$ cat src/rtl/mpr_pkg.sv
package mpr_pkg;

  typedef enum logic [1:0] {SQ_IDLE, SQ_WAIT, SQ_DATA} seq_state_t;

  localparam logic [1:0] LOC_CAL  = 2'b00;
  localparam logic [7:0] CAL_WORD = 8'b1010_1010;

  // Register position of the first beat: upper half only for a chopped read at column 100.
  function automatic logic [2:0] first_pos(input logic chop, input logic [2:0] col);
    return (chop && col == 3'b100) ? 3'd4 : 3'd0;
  endfunction

  // Index of the final beat within a burst.
  function automatic logic [2:0] last_beat_idx(input logic chop);
    return chop ? 3'd3 : 3'd7;
  endfunction

  // Position p is bit p of the register word (position 0 = LSB).
  function automatic logic word_bit(input logic [7:0] w, input logic [2:0] p);
    return w[p];
  endfunction

endpackage

$ cat src/rtl/mpr_mode_reg.sv
module mpr_mode_reg
  import mpr_pkg::*;
#(
  parameter int RECOVERY = 6
) (
  input  logic       clk,
  input  logic       rst_n,
  input  logic       mrs_valid,
  input  logic [2:0] mrs_addr,
  input  logic       burst_busy,
  input  logic       burst_last,
  output logic       mpr_en,
  output logic [1:0] mpr_loc,
  output logic       mrs_refuse
);

  localparam int RW = $clog2(RECOVERY + 2);

  logic [RW-1:0] rec_cnt;
  logic          rec_active;
  logic          mrs_take;

  assign rec_active = (rec_cnt != '0);
  assign mrs_refuse = mrs_valid && (burst_busy || rec_active);
  assign mrs_take   = mrs_valid && !mrs_refuse;

  always_ff @(posedge clk) begin
    if (!rst_n) begin
      rec_cnt <= '0;
      mpr_en  <= 1'b0;
      mpr_loc <= LOC_CAL;
    end else begin
      if (burst_last)      rec_cnt <= RW'(RECOVERY);
      else if (rec_active) rec_cnt <= rec_cnt - 1'b1;
      if (mrs_take) begin
        mpr_en  <= mrs_addr[2];
        mpr_loc <= mrs_addr[1:0];
      end
    end
  end

  AST_REFUSE_KEEPS_MODE: assert property (@(posedge clk) disable iff (!rst_n)
    mrs_refuse |=> $stable({mpr_en, mpr_loc}));

  AST_ACCEPT_LOADS_MODE: assert property (@(posedge clk) disable iff (!rst_n)
    (mrs_valid && !burst_busy && !rec_active) |=> (mpr_en == $past(mrs_addr[2]))
      && (mpr_loc == $past(mrs_addr[1:0])));

  AST_WINDOW_AFTER_LAST: assert property (@(posedge clk) disable iff (!rst_n)
    burst_last |=> rec_active || (RECOVERY == 0));

endmodule

$ cat src/rtl/mpr_burst_seq.sv
module mpr_burst_seq
  import mpr_pkg::*;
#(
  parameter int RD_LAT = 4
) (
  input  logic       clk,
  input  logic       rst_n,
  input  logic       start,
  input  logic       chop,
  input  logic [2:0] col,
  output logic       dq,
  output logic       dv,
  output logic       busy,
  output logic       last
);

  localparam int LW        = $clog2(RD_LAT + 1);
  localparam int WAIT_LOAD = (RD_LAT >= 2) ? RD_LAT - 2 : 0;

  seq_state_t    state;
  logic [LW-1:0] wait_cnt;
  logic [2:0]    beat;
  logic [2:0]    base;
  logic          chop_q;
  logic [2:0]    pos;

  assign pos  = base + beat;
  assign dv   = (state == SQ_DATA);
  assign busy = (state != SQ_IDLE);
  assign last = dv && (beat == last_beat_idx(chop_q));
  assign dq   = dv ? word_bit(CAL_WORD, pos) : 1'b0;

  always_ff @(posedge clk) begin
    if (!rst_n) begin
      state    <= SQ_IDLE;
      wait_cnt <= '0;
      beat     <= '0;
      base     <= '0;
      chop_q   <= 1'b0;
    end else begin
      unique case (state)
        SQ_IDLE: if (start) begin
          chop_q   <= chop;
          base     <= first_pos(chop, col);
          beat     <= '0;
          wait_cnt <= LW'(WAIT_LOAD);
          state    <= (RD_LAT <= 1) ? SQ_DATA : SQ_WAIT;
        end
        SQ_WAIT: begin
          if (wait_cnt == '0) state <= SQ_DATA;
          else                wait_cnt <= wait_cnt - 1'b1;
        end
        SQ_DATA: begin
          if (last) state <= SQ_IDLE;
          else      beat  <= beat + 1'b1;
        end
        default: state <= SQ_IDLE;
      endcase
    end
  end

  AST_START_ONLY_IDLE: assert property (@(posedge clk) disable iff (!rst_n)
    start |-> !busy);

  AST_BEATS_ALTERNATE: assert property (@(posedge clk) disable iff (!rst_n)
    (dv && !last) |=> dv && (dq != $past(dq)));

  AST_DV_ENDS_ON_LAST: assert property (@(posedge clk) disable iff (!rst_n)
    $fell(dv) |-> $past(last));

endmodule

$ cat src/rtl/mpr_burst_resp.sv
module mpr_burst_resp
  import mpr_pkg::*;
#(
  parameter int RD_LAT   = 4,
  parameter int RECOVERY = 6
) (
  input  logic       clk,
  input  logic       rst_n,
  input  logic       mrs_valid,
  input  logic [2:0] mrs_addr,
  input  logic       rd_valid,
  input  logic       rd_chop,
  input  logic [2:0] rd_col,
  output logic       dq_out,
  output logic       dq_valid,
  output logic       err_pulse
);

  logic       mpr_en;
  logic [1:0] mpr_loc;
  logic       mrs_refuse;
  logic       seq_busy;
  logic       seq_last;
  logic       rd_ok;
  logic       rd_refuse;
  logic       err_q;

  assign rd_ok     = rd_valid && !seq_busy && mpr_en && (mpr_loc == LOC_CAL);
  assign rd_refuse = rd_valid && !rd_ok;

  mpr_mode_reg #(.RECOVERY(RECOVERY)) u_mode (
    .clk        (clk),
    .rst_n      (rst_n),
    .mrs_valid  (mrs_valid),
    .mrs_addr   (mrs_addr),
    .burst_busy (seq_busy),
    .burst_last (seq_last),
    .mpr_en     (mpr_en),
    .mpr_loc    (mpr_loc),
    .mrs_refuse (mrs_refuse)
  );

  mpr_burst_seq #(.RD_LAT(RD_LAT)) u_seq (
    .clk   (clk),
    .rst_n (rst_n),
    .start (rd_ok),
    .chop  (rd_chop),
    .col   (rd_col),
    .dq    (dq_out),
    .dv    (dq_valid),
    .busy  (seq_busy),
    .last  (seq_last)
  );

  always_ff @(posedge clk) begin
    if (!rst_n) err_q <= 1'b0;
    else        err_q <= mrs_refuse || rd_refuse;
  end

  assign err_pulse = err_q;

  AST_DATA_ONLY_IN_MODE: assert property (@(posedge clk) disable iff (!rst_n)
    dq_valid |-> mpr_en && (mpr_loc == LOC_CAL));

  AST_ERR_AFTER_REFUSE: assert property (@(posedge clk) disable iff (!rst_n)
    (rd_valid && !rd_ok) |=> err_pulse);

  AST_NO_SPURIOUS_ERR: assert property (@(posedge clk) disable iff (!rst_n)
    (!rd_valid && !mrs_valid) |=> !err_pulse);

endmodule

$ cat config.mk
export PLATFORM = sky130hd
export DESIGN_NAME = mpr_burst_resp
export DESIGN_NICKNAME = d
export VERILOG_FILES = /design/src/rtl/mpr_pkg.sv /design/src/rtl/mpr_mode_reg.sv /design/src/rtl/mpr_burst_seq.sv /design/src/rtl/mpr_burst_resp.sv
export SDC_FILE = /design/constraint.sdc
export NUM_CORES = 1
export LEC_CHECK = 0
export BUFFER_PORTS_ARGS = -buffer_cell sky130_fd_sc_hd__buf_4
export CORE_MARGIN = 2
export CORE_UTILIZATION = 55
export DETAILED_ROUTE_END_ITERATION = 7
export GPL_ROUTABILITY_DRIVEN = 1
export HOLD_SLACK_MARGIN = 0.03
export PLACE_DENSITY = 0.79
export SYNTH_ARGS = -nofsm -noshare
export SYNTH_HDL_FRONTEND = slang
export SYNTH_SLANG_ARGS = --single-unit
$ cat constraint.sdc
create_clock -name clk -period 3 [get_ports clk]
set_input_delay 0.45 -clock clk [delete_from_list [all_inputs] [get_ports clk]]
set_output_delay 0.45 -clock clk [all_outputs]
set_load 0.005 [all_outputs]
==> run metrics, run 1 <==
First-pass DRT Iterations=4; crit path capture=dq_out; syn_area_per_cell=9.180 µm²; clock power share=0.312; Post-CTS Setup Bufs=0; initial antenna violation count=0; Max FO, Critical Path=6; Reg2Reg Depth=4; # resized after CTS=0; leak pwr=0.4177 nW; Hold Fails Final Rpt=0; Final period util=0.6005; crit path from=u_seq.state[1]; post-cts hold buffer count=0; largest net degree at the start of global routing=11; grt total ovfl=0; routed len/inst=12.50 µm; detailed placer's ending HPWL=1.016 mm; number of synthesis warnings=0; setup ws final=1.198 ns; Crit Path Class=flop to output pin; Area Growth Syn to Fin=15.37%; first-pass GRT wire length=2.490 mm; WP data required=2.55 ns; GRT Total Usage=0.1855; cell taking the most area after synthesis=dfxtp_1; core area=0.001318 mm²; synth top area cells=dfxtp_1 (41%), ha_1 (7.9%), mux2i_1 (7.6%), o21ai_0 (4.4%), a21oi_1 (3.8%); max-slew violations=0; status=completed; Final setup viols=0; Post-Syn Nets=102; FF-to-FF Start=u_mode.rec_cnt[0]; DIE WIDTH=41.89 µm; setup total negative slack=0 ns; H-tree depth=1; worst min-delay path class=input port to flop; Seq/Total Area, Yosys=0.4057; number of synthesized flops with an enable pin=0; vias post-DR=644; Non-Filler Instances=113; CTS tree=done; worst reg2reg endpoint=u_mode.rec_cnt[1]; Max clock buf depth=2; Hold Slack=0.3933 ns; FF+latch count, synth=16; setup slack at placement=1.504 ns; Fmax=555.1 MHz; final wirelength=1.413 mm; Cells after DPL=109; ANT nets after route=0; Final Skew=0.005497 ns; top_reg_cell synth=dfxtp_1; RSZ-0062 raised after global routing=no; part of the power in registers=0.499; Worst Max-Slew Pin Slew=0.3792 ns; IO Port Bufs=10; relative slew slack=0.7467; most common cell in the synthesized netlist=dfxtp_1; Num CTS Buffers=3; Final min period=1.802 ns; worst vdd ir=0.3441 mV; DR DRC count=0; Crit. End Element=output pin; most instantiated cells after synthesis=dfxtp_1 (16), inv_1 (8), nor2_1 (7), o21ai_0 (7); Switching Fraction=0.2730; Comb power frac=0.188; gpl congestion=0.7522; area of the mapped netlist=789.5 µm²; reg2reg setup slack=1.48 ns; Worst-path clk slew=0.10 ns; Critical Path AT=1.35 ns; cell count after synthesis=86; share of cells above drive strength 1=0.1735; via-per-instance ratio=5.699; # nets final=115; clock root buffer=clkbuf_4; Yosys cell types=28; Int Pwr=347.4 µW; die area=0.001754 mm²; diode count=0; Ports=14; share of the synthesized area in the top cell type=0.4057; number of clock sinks=16; Psw=130.5 µW; Initial Util=0.5992; vias in the first global route=601; die height=41.89 µm; Post-synth ARST share=0; Max Cap Viol=0; pwr/cell area=524.6 mW/mm²; row count=13; clk_lat worst skew=0.30 ns; Worst Setup Start Kind=flop; Tot Pwr=477.9 µW; initial drt markers=24
==> sequential cells by signal (all words and copies together), names as in the netlist <==
signal          flops
u_mode.rec_cnt      3
u_seq.state         2
u_seq.chop_q        1
u_mode.mpr_loc      2
u_seq.wait_cnt      3
u_mode.mpr_en       1
err_pulse           1
u_seq.beat          3
==> layout make-up <==
| type | count | area, µm² |
|---|---|---|
| Sequential cell | 16 | 320.3 |
| Tap cell | 15 | 18.77 |
| Timing Repair Buffer | 10 | 75.07 |
| Clock buffer | 4 | 36.28 |
| Multi-Input combinational cell | 60 | 430.4 |
| Fill cell | 103 | 406.6 |
| Inverter | 8 | 30.03 |
==> worst min path at each step <==
| stage | from | endpoint | depth (start not counted) |
|---|---|---|---|
| 4_1_cts | mrs_addr[0] | u_mode.mpr_loc[0] | 3 |
| 2_1_floorplan | u_seq.wait_cnt[0] | u_seq.wait_cnt[0] | 2 |
| 3_5_place_dp | u_seq.wait_cnt[0] | u_seq.wait_cnt[0] | 2 |
| 3_3_place_gp | u_seq.wait_cnt[0] | u_seq.wait_cnt[0] | 2 |
| 6_report | mrs_addr[0] | u_mode.mpr_loc[0] | 3 |
| 5_1_grt | mrs_addr[0] | u_mode.mpr_loc[0] | 3 |
==> power groups by stage <==
stage	clock network, mW	logic (mW)	registers [mW]
2_1_floorplan	0	0.0695	0.241
3_3_place_gp	0	0.0882	0.242
3_5_place_dp	0	0.0900	0.243
4_1_cts	0.148	0.0909	0.238
5_1_grt	0.159	0.101	0.242
6_report	0.149	0.0900	0.239
==> per-stage QoR <==
stage | utilization | area, µm²
floorplan | - | 789.5
global placement | 0.6638 | 874.6
detailed placement | 0.6638 | 874.6
CTS | 0.6914 | 910.9
global route | 0.6914 | 910.9
finish | 0.6914 | 910.9
==> worst max-delay path, cell delays in order (launching register included) <==
cell	delay (ns)
dfxtp_1	0.39
nor2b_1	0.37
and2_1	0.19
buf_4	0.10
==> cell usage in the layout (no fill, tap or decap) <==
| cell type | instances |
|---|---|
| xor2_1 | 1 |
| nor2_1 | 7 |
| o211ai_1 | 2 |
| xnor2_1 | 1 |
| a31oi_1 | 1 |
| or2_1 | 1 |
| nand3_1 | 3 |
| inv_1 | 8 |
| o311a_1 | 1 |
| o21ai_0 | 7 |
| or4_1 | 2 |
| or3_1 | 1 |
| a2111oi_2 | 1 |
| and3_1 | 2 |
| clkbuf_4 | 3 |
| and4bb_2 | 1 |
| nand4bb_1 | 1 |
| nand2b_1 | 3 |
| clkbuf_8 | 1 |
| ha_1 | 5 |
| mux2i_1 | 6 |
| buf_4 | 10 |
| a21boi_2 | 1 |
| and2_1 | 1 |
| o21a_1 | 2 |
| nand2_1 | 1 |
| nor2b_1 | 3 |
| a21oi_1 | 6 |
| dfxtp_1 | 16 |
==> per-layer routing <==
layer	GRT usage	wire length, µm	vias to the layer above
met5	0	0	-
met4	0.09677	35	0
met3	0.03913	53	4
met2	0.3031	650	12
met1	0.2270	673	302
li1	-	-	326
==> cells by family (layout without fill, tap and decap cells) <==
group / count (synthesis) / count (layout) / share of synthesized area
buffers and inverters: 10 / 22 / 0.04912
and+or+nand+nor: 26 / 26 / 0.1933
xor gates and xnor gates: 2 / 2 / 0.02219
muxes: 6 / 6 / 0.07607
DFF: 16 / 16 / 0.4057
AOI/OAI and AO/OA: 21 / 21 / 0.1743
adders and majority gates: 5 / 5 / 0.07924
No activity file was read; power rests on OpenSTA's default activity.
==> run 2, diff against run 1 <==
CORE_UTILIZATION = 47   (was 55)
PLACE_DENSITY = 0.72   (was 0.79)
clock period = 1.65 ns   (was 3 ns; I/O delays follow)
==> run 2 against run 1 <==
Combinational power rose by 84%. Critical path depth unchanged. Sequential power rose by 81%. Global-route usage down 2.8 points. First-iteration DRC count shrank 75%. Clock power rose by 73%. Sequential share of layout area about the same. Clock skew is 0.0041 ns lower. Register-to-register slack worse by 1.4 ns. Design area increased by 0.14%. Cell count is 0.88% higher. Count of clock-buffer cells in the layout stayed put. Critical endpoint unchanged. Largest cell class unchanged. Largest power group unchanged. Highest routed layer is now met3.
==> run metrics, run 2 (synthesized netlist as in run 1, its figures left out) <==
setup total negative slack=0 ns; CTS tree=done; Post-CTS Setup Bufs=0; leak pwr=0.4177 nW; initial drt markers=6; largest net degree at the start of global routing=11; status=completed; Hold Fails Final Rpt=0; setup slack at placement=0.1507 ns; Crit. End Element=output pin; First-pass DRT Iterations=4; Crit Path Class=flop to output pin; die area=0.002024 mm²; Ports=14; Worst Setup Start Kind=flop; vias in the first global route=555; setup ws final=0.09702 ns; ANT nets after route=0; worst vdd ir=0.5062 mV; number of clock sinks=16; DR DRC count=0; DIE WIDTH=44.99 µm; # resized after CTS=0; Largest regs=u_mode.rec_cnt (3), u_seq.beat (3), u_seq.wait_cnt (3); GRT Total Usage=0.1579; RSZ-0062 raised after global routing=no; crit path from=u_seq.state[1]; worst min-delay path class=input port to flop; gpl congestion=0.6933; Final Skew=0.001400 ns; via-per-instance ratio=5.368; reg2reg setup slack=0.13 ns; Initial Util=0.5122; # nets final=115; detailed placer's ending HPWL=1.041 mm; Area Growth Syn to Fin=15.53%; core area=0.001541 mm²; Max FO, Critical Path=6; relative slew slack=0.7589; Final period util=0.9412; Critical Path AT=1.31 ns; H-tree depth=1; final wirelength=1.383 mm; share of cells above drive strength 1=0.1735; routed len/inst=12.13 µm; clk_lat worst skew=0.28 ns; die height=44.99 µm; Fmax=643.9 MHz; Num CTS Buffers=3; Max Cap Viol=0; clock root buffer=clkbuf_4; most frequent cells in the layout=dfxtp_1 (16), buf_4 (10), inv_1 (8), nor2_1 (7), o21ai_0 (7); Final setup viols=0; Worst Max-Slew Pin Slew=0.3609 ns; max-slew violations=0; Worst-path clk slew=0.10 ns; initial antenna violation count=0; IO Port Bufs=10; commonest non-fill, non-tap cell in the layout=dfxtp_1; row count=14; Final min period=1.553 ns; pwr/cell area=938.0 mW/mm²; Hold Startpoint=mrs_addr[1]; diode count=0; post-cts hold buffer count=0; vias post-DR=612; first-pass GRT wire length=2.373 mm; grt total ovfl=0; WP data required=1.40 ns; FF-to-FF Start=u_mode.rec_cnt[0]; Max clock buf depth=2
[run 2: cell counts in the layout (fill, tap and decap cells not counted)]
No cell type changed its count.
[run 2: cell type report]
cell class / instances / area [µm²]
Sequential cell: 16 / 320.3
Timing Repair Buffer: 10 / 75.07
Clock buffer: 4 / 36.28
Inverter: 8 / 30.03
Multi-Input combinational cell: 60 / 430.4
Fill cell: 153 / 629.4
Tap cell: 16 / 20.02
[run 2: layer usage]
layer  GRT usage  part of all wire  up-vias
li1            -                 -      327
met1      0.2111              0.50      277
met2      0.2600              0.47        8
met3     0.02400             0.026        0
met4     0.05294                 0        0
met5           0                 0        -
[run 2: stage by stage]
step / hold WS [ns] / total power [mW] / cells / utilization / cell area [µm²]
CTS: 0.2022 / 0.8611 / 114 / 0.5917 / 912.1
detailed placement: 0.4786 / 0.6058 / 110 / 0.5682 / 875.8
global placement: 0.4616 / 0.6011 / 110 / 0.5682 / 875.8
global route: 0.2384 / 0.8985 / 114 / 0.5917 / 912.1
floorplan: 0.3943 / 0.5638 / 86 / - / 789.5
finish: 0.2023 / 0.8556 / 114 / 0.5917 / 912.1
[run 2: worst max-delay path: stages, from the launching register on]
cell     delay, ns
dfxtp_1       0.39
nor2b_1       0.35
and2_1        0.18
buf_4         0.10
[run 2: worst paths after layout]
path                  endpoint  cells after the start
min          u_mode.mpr_loc[1]                      3
max reg2reg  u_mode.rec_cnt[1]                      4
max                     dq_out                      3
min reg2reg  u_seq.wait_cnt[0]                      2
[run 2: where the power goes]
group | switching (mW) | total, mW | internal, mW | leakage [nW]
sequential | 0.0183 | 0.432 | 0.414 | 0.130
clock | 0.124 | 0.258 | 0.134 | 0.0210
combinational | 0.0821 | 0.166 | 0.0835 | 0.267
